<file path="config.mk">
export PLATFORM = sky130hd
export DESIGN_NAME = dual_period_timer
export DESIGN_NICKNAME = d
export VERILOG_FILES = /design/src/rtl/dpt_pkg.sv /design/src/rtl/dpt_tick_gen.sv /design/src/rtl/dpt_edge_sync.sv /design/src/rtl/dpt_channel.sv /design/src/rtl/dual_period_timer.sv
export SDC_FILE = /design/constraint.sdc
export NUM_CORES = 1
export LEC_CHECK = 0
export BUFFER_PORTS_ARGS = -buffer_cell sky130_fd_sc_hd__buf_2
export CAP_MARGIN = 20
export CORE_MARGIN = 2
export CORE_UTILIZATION = 43
export CTS_BUF_LIST = sky130_fd_sc_hd__clkbuf_16
export DETAILED_ROUTE_END_ITERATION = 10
export PLACE_DENSITY = 0.63
export SYNTH_ARGS = -nofsm -noshare
export SYNTH_HDL_FRONTEND = slang
export SYNTH_SLANG_ARGS = --single-unit
export TNS_END_PERCENT = 100
</file>
<file path="constraint.sdc">
create_clock -name clk -period 1.35 [get_ports clk]
set_input_delay 0.0675 -clock clk [delete_from_list [all_inputs] [get_ports clk]]
set_output_delay 0.0675 -clock clk [all_outputs]
set_load 0.01 [all_outputs]
</file>
<file path="src/rtl/dpt_pkg.sv">
// Shared constants for the dual period-match timer.
// Assumes exactly two timer channels and an 8-bit-or-wider data path.
package dpt_pkg;
    localparam int NUM_TMR = 2;
    localparam int ADDR_W  = 3;

    localparam logic [ADDR_W-1:0] ADR_CNT0 = 3'd0;
    localparam logic [ADDR_W-1:0] ADR_CNT1 = 3'd1;
    localparam logic [ADDR_W-1:0] ADR_PER0 = 3'd2;
    localparam logic [ADDR_W-1:0] ADR_PER1 = 3'd3;
    localparam logic [ADDR_W-1:0] ADR_CTRL = 3'd4;
    localparam logic [ADDR_W-1:0] ADR_IRQ  = 3'd5;

    // control register bit positions
    localparam int CTL_RUN_LSB = 0;
    localparam int CTL_SEL_LSB = 2;
    localparam int CTL_WIDE    = 4;

    // interrupt register bit positions
    localparam int IRQ_FLAG_LSB = 0;
    localparam int IRQ_IE_LSB   = 2;
    localparam int IRQ_PE       = 4;
    localparam int IRQ_GD       = 5;
endpackage

</file>
<file path="src/rtl/dpt_tick_gen.sv">
// Internal count tick: a one-cycle pulse every DIV clocks.
// Assumes DIV >= 2. The first pulse comes DIV cycles after reset.
module dpt_tick_gen #(
    parameter int DIV = 4
) (
    input  logic clk,
    input  logic rst_n,
    output logic tick
);
    localparam int W = $clog2(DIV);
    localparam logic [W-1:0] LAST = W'(DIV - 1);

    logic [W-1:0] phase_q;

    // free-running phase counter, wraps at LAST
    always_ff @(posedge clk) begin
        if (!rst_n)
            phase_q <= '0;
        else if (phase_q == LAST)
            phase_q <= '0;
        else
            phase_q <= phase_q + 1'b1;
    end

    assign tick = (phase_q == LAST);
endmodule

</file>
<file path="src/rtl/dpt_edge_sync.sv">
// Brings an asynchronous pin into the clock domain through STAGES flops,
// then gives a one-cycle pulse for each high-to-low transition.
// Assumes the pin holds each level for more than STAGES clock cycles.
module dpt_edge_sync #(
    parameter int STAGES = 2
) (
    input  logic clk,
    input  logic rst_n,
    input  logic pin,
    output logic fall
);
    logic [STAGES:0] shr_q;

    // synchronizer chain plus one history flop for edge detection
    always_ff @(posedge clk) begin
        if (!rst_n)
            shr_q <= '0;
        else
            shr_q <= {shr_q[STAGES-1:0], pin};
    end

    assign fall = shr_q[STAGES] & ~shr_q[STAGES-1];
endmodule

</file>
<file path="src/rtl/dpt_channel.sv">
// One period-match channel: counter, period register and sticky flag.
// Assumes the tick and edge inputs are single-cycle pulses in the clk domain.
// A counter write beats an advance, and a wrap beats a flag-clear write.
module dpt_channel #(
    parameter int W = 8
) (
    input  logic         clk,
    input  logic         rst_n,
    input  logic         run,
    input  logic         hold_all,
    input  logic         sel_ext,
    input  logic         tick,
    input  logic         ext_fall,
    input  logic         cnt_we,
    input  logic         per_we,
    input  logic [W-1:0] wdata,
    input  logic         flag_we,
    input  logic         flag_wval,
    output logic [W-1:0] cnt,
    output logic [W-1:0] per,
    output logic         flag
);
    logic adv;
    logic hit;
    logic wrap;

    assign adv  = run & ~hold_all & (sel_ext ? ext_fall : tick);
    assign hit  = (cnt == per);
    assign wrap = adv & hit & ~cnt_we;

    // counter: software load first, then advance or wrap to zero
    always_ff @(posedge clk) begin
        if (!rst_n)
            cnt <= '0;
        else if (cnt_we)
            cnt <= wdata;
        else if (adv)
            cnt <= hit ? '0 : cnt + 1'b1;
    end

    // period register, resets to all ones
    always_ff @(posedge clk) begin
        if (!rst_n)
            per <= '1;
        else if (per_we)
            per <= wdata;
    end

    // sticky flag: set by wrap, cleared only by writing 0
    always_ff @(posedge clk) begin
        if (!rst_n)
            flag <= 1'b0;
        else
            flag <= wrap | (flag_we ? (flag & flag_wval) : flag);
    end
endmodule

</file>
<file path="src/rtl/dual_period_timer.sv">
// Two 8-bit period-match timers with a shared synchronized external clock,
// a register port and a gated interrupt output.
// Assumes the external pin meets the synchronizer's minimum level time.
module dual_period_timer
    import dpt_pkg::*;
#(
    parameter int CNT_W       = 8,
    parameter int TICK_DIV    = 4,
    parameter int SYNC_STAGES = 2
) (
    input  logic              clk,
    input  logic              rst_n,
    input  logic              wr_en,
    input  logic [2:0]        wr_addr,
    input  logic [CNT_W-1:0]  wr_data,
    input  logic [2:0]        rd_addr,
    output logic [CNT_W-1:0]  rd_data,
    input  logic              ext_clk_pin,
    output logic              irq
);
    logic                          tick;
    logic                          ext_fall;
    logic [NUM_TMR-1:0]            run_q;
    logic [NUM_TMR-1:0]            sel_q;
    logic                          wide_q;
    logic [NUM_TMR-1:0]            ie_q;
    logic                          pe_q;
    logic                          gd_q;
    logic [NUM_TMR-1:0]            flag_q;
    logic [NUM_TMR-1:0][CNT_W-1:0] cnt_q;
    logic [NUM_TMR-1:0][CNT_W-1:0] per_q;
    logic                          ctrl_we;
    logic                          irq_we;

    assign ctrl_we = wr_en && (wr_addr == ADR_CTRL);
    assign irq_we  = wr_en && (wr_addr == ADR_IRQ);

    dpt_tick_gen #(.DIV(TICK_DIV)) u_tick (
        .clk  (clk),
        .rst_n(rst_n),
        .tick (tick)
    );

    dpt_edge_sync #(.STAGES(SYNC_STAGES)) u_sync (
        .clk  (clk),
        .rst_n(rst_n),
        .pin  (ext_clk_pin),
        .fall (ext_fall)
    );

    for (genvar g = 0; g < NUM_TMR; g++) begin : g_ch
        localparam logic [2:0] CA = 3'(ADR_CNT0 + g);
        localparam logic [2:0] PA = 3'(ADR_PER0 + g);
        dpt_channel #(.W(CNT_W)) u_ch (
            .clk      (clk),
            .rst_n    (rst_n),
            .run      (run_q[g]),
            .hold_all (wide_q),
            .sel_ext  (sel_q[g]),
            .tick     (tick),
            .ext_fall (ext_fall),
            .cnt_we   (wr_en && (wr_addr == CA)),
            .per_we   (wr_en && (wr_addr == PA)),
            .wdata    (wr_data),
            .flag_we  (irq_we),
            .flag_wval(wr_data[IRQ_FLAG_LSB+g]),
            .cnt      (cnt_q[g]),
            .per      (per_q[g]),
            .flag     (flag_q[g])
        );
    end

    // control register: run, source select and wide-mode hold
    always_ff @(posedge clk) begin
        if (!rst_n) begin
            run_q  <= '0;
            sel_q  <= '0;
            wide_q <= 1'b0;
        end else if (ctrl_we) begin
            run_q  <= wr_data[CTL_RUN_LSB +: NUM_TMR];
            sel_q  <= wr_data[CTL_SEL_LSB +: NUM_TMR];
            wide_q <= wr_data[CTL_WIDE];
        end
    end

    // interrupt enables and gating bits (flags live in the channels)
    always_ff @(posedge clk) begin
        if (!rst_n) begin
            ie_q <= '0;
            pe_q <= 1'b0;
            gd_q <= 1'b0;
        end else if (irq_we) begin
            ie_q <= wr_data[IRQ_IE_LSB +: NUM_TMR];
            pe_q <= wr_data[IRQ_PE];
            gd_q <= wr_data[IRQ_GD];
        end
    end

    // combinational read mux
    always_comb begin
        rd_data = '0;
        case (rd_addr)
            ADR_CNT0: rd_data = cnt_q[0];
            ADR_CNT1: rd_data = cnt_q[1];
            ADR_PER0: rd_data = per_q[0];
            ADR_PER1: rd_data = per_q[1];
            ADR_CTRL: begin
                rd_data[CTL_RUN_LSB +: NUM_TMR] = run_q;
                rd_data[CTL_SEL_LSB +: NUM_TMR] = sel_q;
                rd_data[CTL_WIDE]               = wide_q;
            end
            ADR_IRQ: begin
                rd_data[IRQ_FLAG_LSB +: NUM_TMR] = flag_q;
                rd_data[IRQ_IE_LSB +: NUM_TMR]   = ie_q;
                rd_data[IRQ_PE]                  = pe_q;
                rd_data[IRQ_GD]                  = gd_q;
            end
            default: rd_data = '0;
        endcase
    end

    assign irq = pe_q & ~gd_q & |(flag_q & ie_q);
endmodule

</file>
* After elaboration in Yosys (flattened, before gate mapping) *
Cells that the tools add are included.
Widths: inputs -> output; s select.

word-level totals
  input port bits = 18
  memories kept = 0
  memory bits (writable) = 0
  memory bits (read-only) = 0
  output and inout port bits = 9
  register bits = 48
  bits in latches = 0
  logic and storage cells = 77

cells by class
  equality and inequality tests = 13
  $add $sub $neg = 3
  div/mod/pow operators = 0
  bitwise operators = 22
  magnitude comparators = 0
  mux-type cells = 13
  shifts and indexed selects = 0
  $mul = 0
  reductions and logical operators = 12

operators with widths
  operator             number
  $mux 8               6
  $pmux 5 s6           1
  $add 8x1->8 const B  2
  $eq 8x8->1           2
  $and 1x1->1          13
  $eq 3x2->1 const B   4
  $eq 3x3->1 const B   4
  $pmux 2 s4           1
  $eq 3x1->1 const B   2
  $logic_and 1x1->1    6
  $logic_not 3->1      2
  $not 1->1            6
  $pmux 1 s5           1
  $mux 1               4
  $reduce_bool 2->1    2
  $reduce_or 2->1      2
  $add 2x1->2 const B  1
  $and 2x2->2          1
  $eq 2x2->1 const B   1
  $or 1x1->1           2

* Logic depth before layout (Yosys ltp) *
Gate-level depths: netlist (run 1).

  word-level depth = 7
  depth in mapped cells = 6
  depth with buffers taken out = 6

* Cells and area by module *
Synthesis (run 1) repeated with hierarchy kept, for this count alone.

second synthesis, totals
  cell total of the unflattened synthesis = 308
  area total of the unflattened synthesis = 2778.9 um^2

by module, submodules not included
  module                      area each (um^2)  instances  cells each  seq. area each (um^2)
  dpt_channel (g_ch[0].u_ch)  919.6             1          102         340.3
  dpt_channel (g_ch[1].u_ch)  914.6             1          101         340.3
  dual_period_timer           782.0             1          93          180.2
  dpt_edge_sync               88.8              1          7           60.1
  dpt_tick_gen                73.8              1          5           40.0

* Worst setup path after synthesis (run 1) *
No wires, ideal clock.

  path type = register to register
  start = register u_tick.phase_q[0]
  end = register g_ch[0].u_ch.cnt[0]
  arrival = 1.358 ns
  clock period less this slack = 1.432 ns
  required time = 1.276 ns
  stages on the path, launching flop included = 7
  path buffers = 1
  setup time = 0.074 ns
  slack = -0.082 ns
  cells stage by stage = dfxtp_1 ha_1 nand2b_1 a21oi_2 buf_6 or3b_1 a31oi_1

on the way
  longest elaborated chain between the ends = 4

RTL lines
  item                         RTL line            RTL
  start: declaration           dpt_tick_gen.sv:13  logic [W-1:0] phase_q;
  start signal: assignment     dpt_tick_gen.sv:22  phase_q <= phase_q + 1'b1;
  $eq 2x2->1                   dpt_tick_gen.sv:25  assign tick = (phase_q == LAST);
  $mux 1                       dpt_channel.sv:27   assign adv = run & ~hold_all & (sel_ext ? ext_fall : tick);
  $and 1x1->1                  dpt_channel.sv:27
  $reduce_bool 2->1 (no line)  -
  end signal: assignment       dpt_channel.sv:36   cnt <= wdata;
  end signal: assignment       dpt_channel.sv:38   cnt <= hit ? '0 : cnt + 1'b1;
  end: declaration             dpt_channel.sv:19   output logic [W-1:0] cnt,

Every way passes these cells.
A chain may end at the register's enable or synchronous reset.

* Worst setup path in the final report (run 1) *
  start = register g_ch[1].u_ch.cnt[0]
  end = output rd_data[0]

on the way
  longest elaborated chain between the ends = 1

RTL lines
  item                      RTL line                  RTL
  start: declaration        dpt_channel.sv:19
  start signal: assignment  dpt_channel.sv:36
  start signal: assignment  dpt_channel.sv:38
  $pmux 5 s6                dual_period_timer.sv:102  case (rd_addr)
  end: declaration          dual_period_timer.sv:17   output logic [CNT_W-1:0] rd_data,

Every way passes these cells.

==> key figures, run 1 <==
Global route
  • Global-route wire length before repair: 13630 um
  • Initial antenna violation count: 0
  • Total global-route track usage: 0.2435
  • Total grt overflow: 0
  • Vias in the first global route: 2706
  • Largest net degree at the start of global routing: 25

Synthesis
  • Synthesized area: 2781 um2
  • Cells after synthesis: 317
  • Synthesis-stage register bit count: 48
  • Number of flops mapped to enable cells by yosys: 0
  • Seq/Total Area, Yosys: 0.3455
  • Asr flop ratio synth: 0
  • Post-synthesis cell type count: 41
  • Mapped Avg Cell Area: 8.774 um2
  • Syn Nets: 338
  • Main synth FF type: dfxtp_1
  • Synth warn: 0

Routing
  • Metal-1 WL: 3665 um
  • Met3 wire len: 369 um
  • Residual DRC: 0
  • WL final: 8646 um
  • Iter 0 DRT Violations: 213
  • Detailed-route vias per instance: 5.480
  • WL/cell: 17.50 um
  • DRT Pass-1 Iters: 4
  • Via count: 2707
  • Top layer in use: met4
  • WL met2: 4415 um
  • Routed Antenna Nets: 0

Flow run
  • Max cap viols: 0

Floorplan
  • Die height: 84.43 um
  • Initial Utilization: 0.4405
  • Die X: 84.43 um
  • FP Rows: 29
  • I/O pins: 27
  • Die ar.: 7128 um2
  • Core Area: 6314 um2

Final layout
  • Synth-to-layout area growth: 45.57%
  • Final Core Density: 0.6413
  • Fill count: 516
  • Fraction of layout cells with a size suffix above 1: 0.4580
  • Nets: 437
  • Antenna cell count: 0

STA
  • Final count of hold timing violations: 0
  • Worst-Margin Slew: 0.4578 ns
  • Max frequency: 615.5 MHz
  • Min Tclk post-route: 1.625 ns
  • Fin worst setup slack: -0.2746 ns
  • Final Max Slew Viols: 0
  • Slew HR: 0.6948
  • RSZ-0062 raised after global routing: yes
  • Clock skew: 0.004736 ns
  • Final setup fails: 24
  • Fin crit share: 1.203
  • Setup Total Neg Slack: -4.515 ns

Clock tree
  • Max clock buf depth: 2
  • Cts bufs inserted: 5
  • CTS root buf: clkbuf_16
  • CTS tree: done
  • CTS H-tree lvls: 2
  • Worst-path clk slew: 0.07 ns
  • Clock sinks: 48
  • Clock Latency Late Sink: 0.29 ns

Placed design
  • DP HPWL: 5844 um
  • Gpl congestion: 0.8639
  • Port buffer count: 26

Setup path
  • Critical path type: reg2out
  • Worst Path Arrival: 1.56 ns
  • Worst EP required: 1.28 ns
  • CP Max Fanout: 4
  • Startpoint Class: register
  • Crit path capture type: primary output

Pwr
  • Power Total: 3.439 mW
  • Pwr/cell area: 849.4 nW/um2
  • LEAKAGE: 1.701 nW
  • IR Drop Worst-Case VDD: 0.5677 mV

Run status
  • Outcome: finished with violations
  • Failing checks: setup timing

Min path
  • Worst Hold Class: in2reg
-- kinds of logic (layout without fill, tap and decap cells) --
| family | after synthesis | in the layout | synth area share |
|---|---|---|---|
| DFF | 48 | 48 | 0.3455 |
| muxes | 22 | 22 | 0.1152 |
| xor gates and xnor gates | 28 | 28 | 0.09087 |
| buffers and inverters | 26 | 126 | 0.04633 |
| and+or+nand+nor | 158 | 158 | 0.2915 |
| AOI/OAI and AO/OA | 32 | 32 | 0.09717 |
| adders and majority gates | 3 | 3 | 0.01350 |
-- worst paths after layout --
kind | from | to | slack [ns] | depth (start not counted)
worst min register to register | u_tick.phase_q[0]$_SDFF_PP0_ | u_tick.phase_q[0]$_SDFF_PP0_ | 0.43 | 1
worst min-delay path | wr_data[7] | g_ch[1].u_ch.per[7]$_SDFFE_PN1P_ | 0.08 | 3
worst max register to register | g_ch[1].u_ch.per[1]$_SDFFE_PN1P_ | g_ch[1].u_ch.cnt[5]$_SDFFE_PN0P_ | -0.25 | 6
worst max-delay path | g_ch[1].u_ch.cnt[0]$_SDFFE_PN0P_ | rd_data[0] | -0.27 | 5
-- critical path: stages (launching register included) --
cell and delay, ns:
dfxtp_4 0.37, buf_6 0.11, mux4_2 0.49, inv_2 0.07
o22ai_2 0.07, buf_2 0.15
-- registers in the layout, indices dropped and copies added (netlist names) --
name	cells
g_ch.u_ch.cnt	16
pe_q	1
ie_q	2
u_tick.phase_q	2
wide_q	1
sel_q	2
g_ch.u_ch.per	16
gd_q	1
u_sync.shr_q	3
run_q	2
g_ch.u_ch.flag	2
-- layout by cell type, fill, tap and decap left out, types with 2 or more instances in the layout --
cell        n
nand2_1    66
buf_4      55
buf_6      27
buf_2      25
nand3_1    24
dfxtp_2    24
dfxtp_1    23
and2_1     19
mux2i_1    14
xnor2_1    14
nor2b_1    11
o221ai_2   10
mux4_2      8
nand2b_1    8
xor2_1      7
xnor2_2     6
inv_2       5
o221ai_1    5
clkbuf_16   5
o22ai_1     4
inv_1       3
nand4_1     3
nor2_1      3
o21ai_0     3
nand3_2     3
and3_1      3
nand4b_1    2
nor3b_1     2
nand3b_1    2
a21boi_1    2
o211ai_4    2
buf_12      2
-- report_power, final --
group	switching (mW)	leakage, nW	internal [mW]
Combinational	0.243	1.23	0.259
Clock	0.561	0.0798	0.871
Sequential	0.0397	0.395	1.46
Total	0.844	1.70	2.60
-- cells in the mapped netlist (4+ instances only) --
library cell / count / area share
o22ai_1: 5 / 0.011
clkbuf_1: 8 / 0.011
xnor2_1: 19 / 0.060
buf_2: 7 / 0.013
nand2_1: 66 / 0.089
mux2i_1: 14 / 0.050
nor2_1: 4 / 0.0054
and2_1: 19 / 0.043
inv_1: 8 / 0.011
nand3_1: 27 / 0.049
and3_1: 4 / 0.0090
mux4_2: 8 / 0.065
nand2b_1: 8 / 0.018
o221ai_1: 15 / 0.047
dfxtp_1: 48 / 0.35
nor2b_1: 12 / 0.027
xor2_1: 8 / 0.025
o21ai_0: 4 / 0.0072
-- timing repair --
| item | 4_1_cts | 5_1_grt |
|---|---|---|
| pin swaps | 12 | 17 |
| resized for setup | 60 | 25 |
| endpoints found under the hold margin | 1 | 0 |
| setup buffers | 14 | 6 |
| hold buffers | 1 | 0 |
| setup endpoints to repair | 25 | 26 |
-- cell type report --
type,instances,area (um2),share of cell area
clock buffer,5,125.1,0.03090
sequential,48,994.7,0.2457
clock inverter,3,42.54,0.01051
tap,77,96.34,0.02379
timing repair buffer,110,892.1,0.2203
multi-input combinational,243,1868,0.4614
inverter,8,30.03,0.007417
-- stage by stage --
step | cell area (um2) | instances | setup WS (ns) | hold WS (ns)
after floorplan | 2810 | 317 | -0.01751 | 0.1915
after detailed placement | 3417 | 465 | -0.2433 | 0.2909
final | 4049 | 494 | -0.2746 | 0.07859
after CTS | 3865 | 488 | -0.2693 | 0.07741
after global placement | 3417 | 465 | -0.2347 | 0.2796
after global routing | 4049 | 494 | -0.3025 | 0.1031
-- layer usage --
layer,vias to the layer above,track usage
li1,1294,-
met1,1331,0.2896
met2,67,0.4401
met3,15,0.03835
met4,0,0.09235
met5,-,0
No activity file was read; power rests on OpenSTA's default activity.
==> run 2, diff against run 1 <==
- CORE_ASPECT_RATIO: default -> 0.5
- SETUP_SLACK_MARGIN: default -> 0.02
==> run 2 against run 1 <==
Effect of this change:
- non-clock buffer count is 5 lower
- critical path type unchanged
- via count down 0.15%
- setup slack improved by 0.034 ns
- the flow still finishes with violations (setup timing)
- clock skew up 0.0018 ns
- combinational power shrank 2%
- cell area is 0.19% higher
- core utilization grew 1.8 points
- highest routed layer unchanged
==> key figures, run 2 (synthesis gave the netlist of run 1 again) <==
Clock tree
  • CTS H-tree lvls: 2 (unchanged)
  • Clock Latency Late Sink: 0.31 ns (+0.02 ns)
  • CTS tree: done
  • Cts bufs inserted: 5 (unchanged)
  • Worst-path clk slew: 0.07 ns (about the same)
  • Max clock buf depth: 2 (unchanged)
  • Clock sinks: 48 (unchanged)
  • CTS root buf: clkbuf_16

Flow run
  • Max cap viols: 0 (unchanged)

STA
  • Final Max Slew Viols: 0 (unchanged)
  • Worst-Margin Slew: 0.4913 ns (+0.03350 ns)
  • Clock skew: 0.006489 ns (+0.001754 ns)
  • Final setup fails: 26 (+8.3%)
  • Setup Total Neg Slack: -4.227 ns (+0.2879 ns)
  • Slew HR: 0.6724 (-0.02233)
  • Fin worst setup slack: -0.2406 ns (+0.03394 ns)
  • Max frequency: 628.7 MHz (+2.1%)
  • RSZ-0062 raised after global routing: yes
  • Min Tclk post-route: 1.591 ns (-0.03394 ns)
  • Final count of hold timing violations: 0 (unchanged)
  • Fin crit share: 1.178 (-0.02514)

Run status
  • Outcome: finished with violations
  • Failing checks: setup timing

Routing
  • DRT Pass-1 Iters: 4 (unchanged)
  • Via count: 2703 (-0.15%)
  • WL/cell: 17.02 um (-2.7%)
  • Detailed-route vias per instance: 5.406 (-1.3%)
  • Met3 wire len: 622 um (+69%)
  • Top layer in use: met4
  • Residual DRC: 0 (unchanged)
  • Metal-1 WL: 3727 um (+1.7%)
  • Iter 0 DRT Violations: 102 (-52%)
  • WL met2: 3937 um (-11%)
  • WL final: 8511 um (-1.6%)
  • Routed Antenna Nets: 0 (unchanged)

Final layout
  • Most frequent cells in the layout: nand2_1, buf_4, buf_2
  • Fill count: 499 (-3.3%)
  • Regs by FF count: g_ch.u_ch.cnt: 16 flops, g_ch.u_ch.per: 16 flops, u_sync.shr_q: 3 flops
  • Nets: 432 (-1.1%)
  • Antenna cell count: 0 (unchanged)
  • Fraction of layout cells with a size suffix above 1: 0.4587 (+0.0007043)
  • Final Core Density: 0.6589 (+0.01764)
  • Synth-to-layout area growth: 45.84%
  • Final Non-Filler Cells: 500 (+1.2%)
  • Most common cell after layout, fill and taps aside: nand2_1

Global route
  • Total grt overflow: 0 (unchanged)
  • Total global-route track usage: 0.2473 (+0.003819)
  • Global-route wire length before repair: 13340 um (-2.2%)
  • Vias in the first global route: 2701 (-0.18%)
  • Largest net degree at the start of global routing: 29 (+16%)
  • Initial antenna violation count: 0 (unchanged)

Floorplan
  • Initial Utilization: 0.4518 (+0.01128)
  • I/O pins: 27 (unchanged)
  • Die X: 117.7 um (+39%)
  • FP Rows: 20 (-31%)
  • Die height: 60.87 um (-28%)
  • Core Area: 6156 um2 (-2.5%)
  • Die ar.: 7167 um2 (+0.55%)

Placed design
  • Gpl congestion: 0.9463 (+9.5%)
  • Post-Place Cells: 471 (+1.3%)
  • DP HPWL: 5983 um (+2.4%)
  • Port buffer count: 26 (unchanged)
  • Pre-CTS setup slack: -0.2035 ns (+0.03982 ns)

Setup path
  • CP Cell Sequence: buf_6 > mux4_2 > inv_2 > o22ai_1 > buf_2
  • Crit path capture type: primary output
  • Worst EP required: 1.28 ns (about the same)
  • Worst Path Arrival: 1.52 ns (-0.04 ns)
  • Worst path top cell family by delay: multiplexers
  • Startpoint Class: register
  • Critical path type: reg2out
  • Reg2Reg Setup Slack: -0.18 ns (+0.07 ns)
  • WP buf/inv: 3 (unchanged)
  • Crit-path slowest cell: mux4_2
  • CP Max Fanout: 3 (-1)
  • Worst path max stage delay: 0.46 ns (-0.03 ns)

Min path
  • Worst Hold Class: in2reg

Pwr
  • Pwr/cell area: 795.3 nW/um2 (-6.4%)
  • Power Total: 3.226 mW (-6.2%)
  • LEAKAGE: 1.690 nW (-0.61%)
  • IR Drop Worst-Case VDD: 0.7071 mV (+25%)
-- run 2: where the power goes --
part           internal [mW]  switching [mW]
logic                  0.254           0.238
registers               1.46          0.0431
clock network          0.668           0.561
total                   2.38           0.843
-- run 2: final timing paths --
check / start / to / cells past startpoint
max: g_ch[1].u_ch.cnt[3]$_SDFFE_PN0P_ / rd_data[3] / 5
max reg2reg: g_ch[1].u_ch.cnt[5]$_SDFFE_PN0P_ / g_ch[1].u_ch.cnt[6]$_SDFFE_PN0P_ / 7
min reg2reg: u_tick.phase_q[0]$_SDFF_PP0_ / u_tick.phase_q[0]$_SDFF_PP0_ / 1
min: wr_data[6] / g_ch[0].u_ch.per[6]$_SDFFE_PN1P_ / 3
-- run 2: final cells by class --
cell class / instances / area, um2 / area share
sequential: 48 / 1006 / 0.2480
clock inverter: 3 / 11.26 / 0.002776
multi-input combinational: 243 / 1929 / 0.4756
timing repair buffer: 105 / 844.6 / 0.2082
inverter: 8 / 30.03 / 0.007403
clock buffer: 5 / 125.1 / 0.03085
tap: 88 / 110.1 / 0.02714
-- run 2: repair_timing --
item	4_1_cts	5_1_grt
resized for setup	75	23
hold buffers	1	0
setup buffers	19	3
endpoints found under the hold margin	1	0
setup endpoints to repair	26	26
pin swaps	22	13
-- run 2: per-layer routing --
| metal | track usage | vias to the layer above |
|---|---|---|
| met2 | 0.4286 | 78 |
| met1 | 0.3022 | 1314 |
| met5 | 0 | - |
| met4 | 0.1084 | 0 |
| met3 | 0.06579 | 23 |
| li1 | - | 1288 |
-- run 2: per-stage QoR --
step,hold slack [ns],cell area [um2]
after CTS,0.05502,3902
after global routing,0.07007,4056
final,0.04731,4056
after detailed placement,0.2861,3393
after floorplan,0.1915,2810
after global placement,0.2811,3393
-- run 2: worst min-delay path: cells and delay by family --
| kind | cells | cell delay (ns) |
|---|---|---|
| AND/OR/NAND/NOR | 2 | 0.13 |
| buffers and inverters | 1 | 0.12 |
==> run 3, diff against run 2 <==
- ABC_AREA: default -> 1
- PLACE_DENSITY: 0.63 -> 0.64
==> run 3 against run 2 <==
Effect of this change:
- the flow still finishes with violations (setup timing)
- global-route usage decreased by 1.0 points
- cell area fell by 13%
- register-to-register slack gained 0.07 ns
- critical path type is now reg2reg
- clock power rose by 15%
- total power up 4.1%
- routed wire length down 5.6%
- fmax grew 9.1%
- flip-flop and latch count is the same
- clock-buffer cell count is the same
==> key figures, run 3 <==
Floorplan
  • I/O pins: 27 (unchanged)
  • Die X: 116.2 um (-1.3%)
  • Die ar.: 6986 um2 (-2.5%)
  • Die height: 60.11 um (-1.2%)
  • Initial Utilization: 0.4453 (-0.006562)
  • FP Rows: 20 (unchanged)
  • Core Area: 6081 um2 (-1.2%)

Clock tree
  • Clock sinks: 48 (unchanged)
  • Worst-path clk slew: 0.07 ns (about the same)
  • CTS tree: done
  • Max clock buf depth: 2 (unchanged)
  • Clock Latency Late Sink: 0.30 ns (about the same)
  • CTS root buf: clkbuf_16
  • CTS H-tree lvls: 2 (unchanged)
  • Cts bufs inserted: 5 (unchanged)

STA
  • Final count of hold timing violations: 0 (unchanged)
  • Final Max Slew Viols: 0 (unchanged)
  • Hold_ws: 0.02896 ns (-0.01835 ns)
  • Worst-Margin Slew: 0.5040 ns (+0.01269 ns)
  • Slew HR: 0.6622 (-0.01029)
  • Fin worst setup slack: -0.1083 ns (+0.1323 ns)
  • RSZ-0062 raised after global routing: yes
  • Final setup fails: 15 (-42%)
  • Min Tclk post-route: 1.458 ns (-0.1323 ns)
  • Clock skew: 0.007961 ns (+0.001472 ns)
  • Setup Total Neg Slack: -0.6293 ns (+3.598 ns)
  • Fin crit share: 1.080 (-0.09802)
  • Max frequency: 685.7 MHz (+9.1%)

Synthesis
  • Synth warn: 0 (unchanged)
  • Yosys top cell area share: 0.3549 (+0.009419)
  • Post-synth top cells: inv_1, nand2_1, dfxtp_1
  • Cells after synthesis: 388 (+22%)
  • Mapped Avg Cell Area: 6.978 um2 (-20%)
  • Synthesized area: 2708 um2 (-2.7%)
  • Top-count cell post-synth: inv_1
  • Synthesis-stage register bit count: 48 (unchanged)
  • Asr flop ratio synth: 0 (unchanged)
  • Number of flops mapped to enable cells by yosys: 0 (unchanged)
  • Post-synthesis cell type count: 31 (-24%)
  • Seq/Total Area, Yosys: 0.3549 (+0.009419)
  • Syn Nets: 409 (+21%)
  • Main synth FF type: dfxtp_1
  • Synth area leader: dfxtp_1
  • Synth top area cells: dfxtp_1, inv_1, nand2_1

Routing
  • WL/cell: 15.04 um (-12%)
  • WL final: 8031 um (-5.6%)
  • Via count: 2783 (+3.0%)
  • Detailed-route vias per instance: 5.212 (-3.6%)
  • Routed Antenna Nets: 0 (unchanged)
  • Iter 0 DRT Violations: 239 (+130%)
  • Residual DRC: 0 (unchanged)
  • DRT Pass-1 Iters: 4 (unchanged)

Pwr
  • LEAKAGE: 1.495 nW (-12%)
  • IR Drop Worst-Case VDD: 0.4603 mV (-35%)
  • Pwr/cell area: 955.1 nW/um2 (+20%)

Placed design
  • Port buffer count: 26 (unchanged)
  • Pre-CTS setup slack: -0.07646 ns (+0.1271 ns)
  • Gpl congestion: 0.9403 (-0.63%)
  • DP HPWL: 5602 um (-6.4%)

Flow run
  • Max cap viols: 0 (unchanged)

Global route
  • Vias in the first global route: 2471 (-8.5%)
  • Initial antenna violation count: 0 (unchanged)
  • Total grt overflow: 0 (unchanged)
  • Total global-route track usage: 0.2370 (-0.01036)
  • Largest net degree at the start of global routing: 24 (-17%)
  • Global-route wire length before repair: 12340 um (-7.4%)

Min path
  • Worst Hold Class: in2reg

Setup path
  • Startpoint Class: register
  • CP Max Fanout: 6 (+3)
  • Reg2Reg Setup Slack: -0.11 ns (+0.07 ns)
  • Crit path capture type: register
  • Worst Path Arrival: 1.68 ns (+0.16 ns)
  • Worst EP required: 1.57 ns (+0.29 ns)
  • Critical path type: reg2reg

Final layout
  • Nets: 466 (+7.9%)
  • Fraction of layout cells with a size suffix above 1: 0.2803 (-0.1785)
  • Final Core Density: 0.5782 (-0.08075)
  • Synth-to-layout area growth: 29.85%
  • Most frequent cells in the layout: nand2_1, inv_1, dfxtp_1
  • Regs by FF count: g_ch.u_ch.cnt: 16 flops, g_ch.u_ch.per: 16 flops, u_sync.shr_q: 3 flops
  • Most common cell after layout, fill and taps aside: nand2_1
  • Fill count: 543 (+8.8%)
  • Antenna cell count: 0 (unchanged)

Run status
  • Outcome: finished with violations
  • Failing checks: setup timing
run 3: cell types whose count changed after synthesis, sizes merged, moves of 8 or more:
cell,previous run,this run
nand2b,8,0
mux2i,14,0
o221ai,15,3
nor2,4,24
and2,19,0
o211ai,2,17
o21ai,4,30
a21oi,2,40
mux4,8,0
nor2b,12,0
inv,8,66
run 3: through the flow:
step	power (mW)	cell area, um2	std cells
3_3_place_gp	1.885	3047	511
3_5_place_dp	1.895	3047	511
5_1_grt	3.491	3516	534
6_report	3.358	3516	534
2_1_floorplan	1.751	2713	388
4_1_cts	3.344	3391	530
run 3: cell families after synthesis:
kind of cell               after synthesis  synth area share
adders and majority gates                3           0.01386
and+or+nand+nor                        133            0.2264
buffers and inverters                   77            0.1123
AOI/OAI and AO/OA                      109            0.2343
DFF                                     48            0.3549
xor gates and xnor gates                18           0.05823
run 3: what timing repair did:
item	CTS	global route
cloned	1	0
resized for setup	27	37
pin swaps	5	12
setup buffers	9	4
endpoints found under the hold margin	1	0
hold buffers	1	0
setup endpoints to repair	21	25
run 3: cell type report:
class	count	area [um2]	area share
inverters	66	250.2	0.07117
multi-input cells	264	1605	0.4566
flip-flops and latches	48	978.4	0.2783
clock buffers	5	125.1	0.03559
well taps	88	110.1	0.03132
clock inverters	3	38.79	0.01103
repair buffers	60	407.9	0.1160
run 3: final timing paths:
path                                      from                          endpoint  depth (start not counted)
setup / recovery  u_tick.phase_q[0]$_SDFF_PP0_  g_ch[0].u_ch.cnt[4]$_SDFFE_PN0P_                          9
hold / removal                      wr_data[5]  g_ch[1].u_ch.per[5]$_SDFFE_PN1P_                          3
setup reg to reg  u_tick.phase_q[0]$_SDFF_PP0_  g_ch[0].u_ch.cnt[4]$_SDFFE_PN0P_                          9
hold reg to reg     u_sync.shr_q[0]$_SDFF_PN0_        u_sync.shr_q[1]$_SDFF_PN0_                          2
run 3: metal layers:
layer / up-vias / GRT usage / share of wire
li1: 1426 / - / -
met1: 1263 / 0.3385 / 0.50
met2: 81 / 0.3580 / 0.44
met3: 13 / 0.04970 / 0.047
met4: 0 / 0.07653 / 0.015
met5: - / 0 / 0
run 3: power breakdown:
part           leakage [nW]  switching, mW  total (mW)  internal, mW
clock                0.0850          0.555        1.42         0.865
combinational          1.01          0.248       0.422         0.175
sequential            0.396         0.0495        1.52          1.47
run 3: critical path: stages, from the launching register on:
cell     delay [ns]
dfxtp_2        0.34
ha_4           0.16
nor2_1         0.10
nor2_1         0.07
nand2_2        0.17
nand2_4        0.10
buf_4          0.16
o22ai_2        0.10
inv_1          0.07
a21oi_1        0.12
